## src/rtl/flag_seq_pkg.sv

```systemverilog
package flag_seq_pkg;

    typedef enum logic [1:0] {
        SQ_IDLE   = 2'd0,
        SQ_SHOW   = 2'd1,
        SQ_SEEK   = 2'd2,
        SQ_FINISH = 2'd3
    } seq_state_e;

endpackage

```

## src/rtl/flag_ripple_inc.sv

```systemverilog
module flag_ripple_inc #(
    parameter int W = 27
) (
    input  logic [W-1:0] cur,
    output logic [W-1:0] nxt,
    output logic         wrap
);
    // carry[i] is high while every flag below i was set (and gets cleared)
    logic [W:0] carry;

    assign carry[0] = 1'b1;

    for (genvar i = 0; i < W; i++) begin : g_stage
        assign nxt[i]     = cur[i] ^ carry[i];
        assign carry[i+1] = carry[i] & cur[i];
    end

    assign wrap = carry[W];

endmodule

```

## src/rtl/flag_legal_filter.sv

```systemverilog
module flag_legal_filter #(
    parameter int W           = 27,
    parameter int WRITE_IDX   = 20,
    parameter int FETCH_IDX   = 21,
    parameter int USER_IDX    = 19,
    parameter int XGUARD_IDX  = 25,
    parameter int KEY_AD_IDX  = 16,
    parameter int KEY_WD_IDX  = 17,
    parameter int KEY_EN_IDX  = 26,
    parameter int BIG_RSV_IDX = 15,
    parameter int BIG_PG_IDX  = 12
) (
    input  logic [W-1:0] vec,
    output logic         legal
);
    logic clash_fetch_write;
    logic clash_user_guard;
    logic orphan_key;
    logic orphan_rsv;

    always_comb begin
        clash_fetch_write = vec[FETCH_IDX] & vec[WRITE_IDX];
        clash_user_guard  = vec[USER_IDX] & vec[XGUARD_IDX];
        orphan_key        = (vec[KEY_AD_IDX] | vec[KEY_WD_IDX]) & ~vec[KEY_EN_IDX];
        orphan_rsv        = vec[BIG_RSV_IDX] & ~vec[BIG_PG_IDX];
        legal = ~(clash_fetch_write | clash_user_guard | orphan_key | orphan_rsv);
    end

endmodule

```

## src/rtl/flag_legal_counter.sv

```systemverilog
module flag_legal_counter #(
    parameter int CNT_W = 28
) (
    input  logic             clk,
    input  logic             rst,
    input  logic             load_one,
    input  logic             bump,
    output logic [CNT_W-1:0] count
);
    logic [CNT_W-1:0] count_q;

    always_ff @(posedge clk) begin
        if (rst) begin
            count_q <= '0;
        end else if (load_one) begin
            count_q <= CNT_W'(1);
        end else if (bump) begin
            count_q <= count_q + CNT_W'(1);
        end
    end

    assign count = count_q;

endmodule

```

## src/rtl/flagset_sequencer.sv

```systemverilog
module flagset_sequencer
    import flag_seq_pkg::*;
#(
    parameter int NUM_FLAGS   = 27,
    parameter int CNT_W       = NUM_FLAGS + 1,
    parameter int WRITE_IDX   = 20,
    parameter int FETCH_IDX   = 21,
    parameter int USER_IDX    = 19,
    parameter int XGUARD_IDX  = 25,
    parameter int KEY_AD_IDX  = 16,
    parameter int KEY_WD_IDX  = 17,
    parameter int KEY_EN_IDX  = 26,
    parameter int BIG_RSV_IDX = 15,
    parameter int BIG_PG_IDX  = 12
) (
    input  logic                 clk,
    input  logic                 rst,
    input  logic                 start,
    input  logic                 step_req,
    output logic                 step_ack,
    output logic [NUM_FLAGS-1:0] flags,
    output logic                 flags_valid,
    output logic                 seq_done,
    output logic [CNT_W-1:0]     legal_count
);
    seq_state_e           state_q, state_d;
    logic [NUM_FLAGS-1:0] flags_q;
    logic [NUM_FLAGS-1:0] inc_vec;
    logic                 inc_wrap;
    logic                 inc_legal;
    logic                 ack_q;
    logic                 seek_hit;

    flag_ripple_inc #(.W(NUM_FLAGS)) u_inc (
        .cur  (flags_q),
        .nxt  (inc_vec),
        .wrap (inc_wrap)
    );

    flag_legal_filter #(
        .W           (NUM_FLAGS),
        .WRITE_IDX   (WRITE_IDX),
        .FETCH_IDX   (FETCH_IDX),
        .USER_IDX    (USER_IDX),
        .XGUARD_IDX  (XGUARD_IDX),
        .KEY_AD_IDX  (KEY_AD_IDX),
        .KEY_WD_IDX  (KEY_WD_IDX),
        .KEY_EN_IDX  (KEY_EN_IDX),
        .BIG_RSV_IDX (BIG_RSV_IDX),
        .BIG_PG_IDX  (BIG_PG_IDX)
    ) u_filter (
        .vec   (inc_vec),
        .legal (inc_legal)
    );

    // a SEEK cycle that lands on a legal vector without wrapping
    assign seek_hit = (state_q == SQ_SEEK) && !start && !inc_wrap && inc_legal;

    flag_legal_counter #(.CNT_W(CNT_W)) u_cnt (
        .clk      (clk),
        .rst      (rst),
        .load_one (start),
        .bump     (seek_hit),
        .count    (legal_count)
    );

    // next-state logic
    always_comb begin
        state_d = state_q;
        if (start) begin
            state_d = SQ_SHOW;
        end else begin
            unique case (state_q)
                SQ_IDLE:   state_d = SQ_IDLE;
                SQ_SHOW:   if (step_req) state_d = SQ_SEEK;
                SQ_SEEK: begin
                    if (inc_wrap)       state_d = SQ_FINISH;
                    else if (inc_legal) state_d = SQ_SHOW;
                end
                SQ_FINISH: state_d = SQ_FINISH;
                default:   state_d = SQ_IDLE;
            endcase
        end
    end

    // state register
    always_ff @(posedge clk) begin
        if (rst) state_q <= SQ_IDLE;
        else     state_q <= state_d;
    end

    // output registers
    always_ff @(posedge clk) begin
        if (rst) begin
            flags_q <= '0;
            ack_q   <= 1'b0;
        end else begin
            ack_q <= 1'b0;
            if (start) begin
                flags_q <= '0;
            end else if (state_q == SQ_SEEK) begin
                flags_q <= inc_vec;
                ack_q   <= inc_wrap | inc_legal;
            end
        end
    end

    assign flags       = flags_q;
    assign step_ack    = ack_q;
    assign flags_valid = (state_q == SQ_SHOW);
    assign seq_done    = (state_q == SQ_FINISH);

endmodule

```

## config.mk

```make
export PLATFORM = sky130hd
export DESIGN_NAME = flagset_sequencer
export DESIGN_NICKNAME = d
export VERILOG_FILES = /design/src/rtl/flag_seq_pkg.sv /design/src/rtl/flag_ripple_inc.sv /design/src/rtl/flag_legal_filter.sv /design/src/rtl/flag_legal_counter.sv /design/src/rtl/flagset_sequencer.sv
export SDC_FILE = /design/constraint.sdc
export NUM_CORES = 1
export LEC_CHECK = 0
export BUFFER_PORTS_ARGS = -buffer_cell sky130_fd_sc_hd__buf_2
export CAP_MARGIN = 0
export CORE_UTILIZATION = 53
export DETAILED_ROUTE_END_ITERATION = 10
export PLACE_DENSITY = 0.84
export REMOVE_ABC_BUFFERS = 1
export SETUP_SLACK_MARGIN = 0.3
export SLEW_MARGIN = 20
export SYNTH_ARGS = -nofsm -noshare
export SYNTH_HDL_FRONTEND = slang
export SYNTH_SLANG_ARGS = --single-unit
```

## constraint.sdc

```tcl
create_clock -name clk -period 7.5 [get_ports clk]
set_clock_uncertainty 0.15 [all_clocks]
set_input_delay 1.5 -clock clk [delete_from_list [all_inputs] [get_ports clk]]
set_output_delay 1.5 -clock clk [all_outputs]
set_load 0.02 [all_outputs]
```

==> run_results.csv <==
group,metric,value,unit
die,die_width,73.76,µm
routing,wl_per_cell,13.84,µm
worst_setup_path,worst_ep_arrival_time,7060,ps
clock_network,tritoncts_buffer_count,9,
global_route,maximum_number_of_pins_on_one_net_before_global_route_repair,57,
sta,period_needed,6958,ps
global_route,via_count_of_the_first_global_routing_pass,2025,
clock_network,cts_hold_buffers,0,
global_route,first_pass_grt_wire_length,9.266,mm
pwr,net_switching,0.1205,mW
clock_network,cts_sinks,58,
clock_network,cts.path.max_buffers,2,
global_route,antenna_violations_before_repair,0,
routing,vias_per_cell,5.380,
sta,slew-limit-headroom,30.15,%
placed_design,numPortBuffers,61,
pwr,leakagePower,1.435,nW
die,std_cell_rows,25,
worst_hold_path,hold_depth,2,
placed_design,finalWeightedCongestion,0.7248,
pwr,seq_power_share,54.3,%
routing,drt_first_pass_iters,6,
global_route,grt_usage,22.76,%
worst_setup_path,cp-end-kind,"flop",
placed_design,place_inst,433,
routing,wirelength,6.340,mm
pwr,pwr-share-clk,43.4,%
worst_hold_path,timing.hold.worst_endpoint,"flags[20]",
pwr,p_int,0.4520,mW
sta,setup-tns-final,0,ps
layout,area_of_combinational_cells_with_multiple_inputs,0.001526,mm²
worst_setup_path,critPathMostFrequentCell,"sky130_fd_sc_hd__ha_1",
layout,layout_commonest_cell,"sky130_fd_sc_hd__nand2_1",
global_route,globalRouteMet2Util,35.17,%
layout,drive_above_1_share,26.34,%
placed_design,detailed_place.area,0.003054,mm²
layout,area_delta_synth_final,23.93,%
die,dieArea,0.005440,mm²
worst_setup_path,rr_endpoint,"u_cnt.count[20]",
layout,fill_cells,369,
synth,synth.yosys.seq_area_share,42.55,%
sta,finalMaxSlewViolations,0,
worst_setup_path,worst-setup-path-type,"reg -> reg",
worst_setup_path,worst-path-max-fanout,6,
global_route,globalRoute.totalOverflow,0,
worst_setup_path,highest_cell_delay_on_the_worst_timing_path,590,ps
global_route,grt.busiest_layer,"met2",
die,io_pins,62,
pwr,power.density_cell_area,169.3,mW/mm²
routing,dr_drc_count,0,
routing,detail_route.iter0.violations,174,
worst_setup_path,critical_path.startpoint,"flags[0]",
synth,synth-warning-count,0,
sta,setup_viols_final,0,
synth,ys_seq_elements,58,
routing,route.vias.total,2464,
layout,num_antenna_cells,0,
clock_network,clock_tree.root_cell,"sky130_fd_sc_hd__clkbuf_8",
placed_design,post-dp-hpwl,3.871,mm
worst_setup_path,r2r_cells,32,
sta,max_clk_rate,0.1437,GHz
synth,post_synth.cell_area_avg,8.554,µm²
routing,antenna_violating_nets_left,0,
clock_network,clock_tree.htree_level_count,3,
synth,synth_cell_types,34,
layout,stdcell_area,0.003382,mm²
pwr,comb_power_share,2.3,%
worst_setup_path,critical_path_required,7600,ps
synth,synth_cells,319,
sta,worst_pin_slew,1048,ps
sta,timing.final.crit_share,92.77,%
sta,rsz_0062_raised_after_global_routing,"false",
run_status,outcome,"completed",
layout,final_core_utilization,69.75,%
pwr,vdd_ir_drop_max,0.0001278,V
worst_hold_path,worst_hold_path_class,"reg -> reg",
worst_setup_path,timing.critical_path.slowest_stage_cell,"sky130_fd_sc_hd__or4_4",
global_route,groute.layer.met1.usage,28.91,%
pwr,power.share.switching,21.05,%
flow_run,maxCapViolations,0,
worst_setup_path,ff2ff_setup_slack,540,ps
worst_setup_path,regToRegStartpoint,"flags[0]",
layout,layout.cells.non_filler,458,
layout,most-common-layout-cells,"sky130_fd_sc_hd__nand2_1, sky130_fd_sc_hd__buf_2, sky130_fd_sc_hd__dfxtp_1",
layout,ff_latch_area,0.001162,mm²
clock_network,insertion_delay,330,ps
clock_network,clock_tree_from_tritoncts,"built",
global_route,globalRouteMet3Util,6.996,%
clock_network,cts.clk_slew.worst_paths,60,ps
layout,nets,421,
synth,post_synth_instance_area,0.002729,mm²
die,start_util,56.28,%
worst_hold_path,worst_hold_startpoint,"flags[20]",
worst_setup_path,worst_setup_path_start_kind,"flop",
die,die_height,73.76,µm
die,floorplan.core_area,0.004848,mm²
sta,hold_viol,0,
-- Yosys cell counts, drive strengths merged --
library cell	number	share of area, %
a211oi	2	0.55
buf	3	0.96
o21ai	13	2.4
nand4	6	1.9
clkbuf	12	1.7
nor2b	1	0.23
o31ai	2	0.55
dfxtp	58	43
xnor2	14	4.5
xor2	1	0.32
or2	1	0.23
and2	2	0.46
inv	10	1.4
nor3	9	1.7
mux2i	1	0.37
nand2	64	8.8
a22oi	1	0.28
or4	4	1.4
a21oi	41	7.5
o21bai	1	0.28
nor2	16	2.2
or3	11	2.5
and4	2	0.64
a31oi	1	0.23
nor4	5	1.1
nor4b	1	0.87
ha	27	12
nand3	7	1.3
and2b	1	0.28
nand2b	1	0.23
or2b	1	0.28
-- registers in the layout (all words and copies together) (netlist names) --
signal,cells
step_ack,1
state_q,2
u_cnt.count,28
flags,27
-- per-stage QoR --
stage	setup slack [ps]	hold WS, ps	total power, mW
2_1_floorplan	539.0	360.4	0.3249
3_3_place_gp	472.7	307.7	0.3294
3_5_place_dp	311.0	316.9	0.3294
4_1_cts	337.0	327.7	0.5749
5_1_grt	290.3	346.7	0.5902
6_report	542.3	323.8	0.5726
-- kinds of logic after synthesis --
logic type | count (synthesis) | share of synthesized area [%]
AND/OR/NAND/NOR | 132 | 24.12
AO/OA/AOI/OAI | 61 | 11.78
flip-flops | 58 | 42.55
adder cells (fa/ha/maj) | 27 | 12.38
buffers and inverters | 25 | 3.989
XOR/XNOR | 15 | 4.814
multiplexers | 1 | 0.3668
-- metal layers --
| layer | wire length [µm] | vias up |
|---|---|---|
| li1 | - | 1247 |
| met4 | 186 | 0 |
| met5 | 0 | - |
| met2 | 3056 | 69 |
| met3 | 309 | 19 |
| met1 | 2787 | 1129 |
-- repair_timing --
action	CTS	global route
pin swaps	1	4
gates cloned	0	1
gates resized for setup	1	17
setup buffers	3	9
setup endpoints to repair	2	13
-- area by class of cell --
cell class,count,share of cell area [%]
tap,67,2.479
sequential,58,34.37
inverter,10,1.110
clock buffer,12,4.883
timing repair buffer,74,12.02
multi-input combinational,237,45.13
-- worst max path at each step --
stage                           end  slack (ps)  depth (start not counted)
floorplan           u_cnt.count[27]         540                         31
global placement    u_cnt.count[20]         470                         31
detailed placement  u_cnt.count[27]         310                         31
CTS                 u_cnt.count[27]         340                         30
global route        u_cnt.count[20]         290                         32
finish              u_cnt.count[20]         540                         32
-- power by group through the flow --
stage | Combinational, mW | Sequential [mW] | Clock, mW
after global placement | 0.0121 | 0.317 | 0
final | 0.0131 | 0.311 | 0.249
after CTS | 0.0126 | 0.311 | 0.252
after floorplan | 0.00724 | 0.318 | 0
after global routing | 0.0142 | 0.311 | 0.265
after detailed placement | 0.0121 | 0.317 | 0
-- critical path: cells and delay by family (launching register included) --
| kind | cells | cell delay [ps] |
|---|---|---|
| adder cells (fa/ha/maj) | 26 | 4720 |
| AND/OR/NAND/NOR | 4 | 1390 |
| flip-flops | 1 | 330 |
| buffers and inverters | 1 | 180 |
| AO/OA/AOI/OAI | 1 | 120 |
No activity file was read; power rests on OpenSTA's default activity.
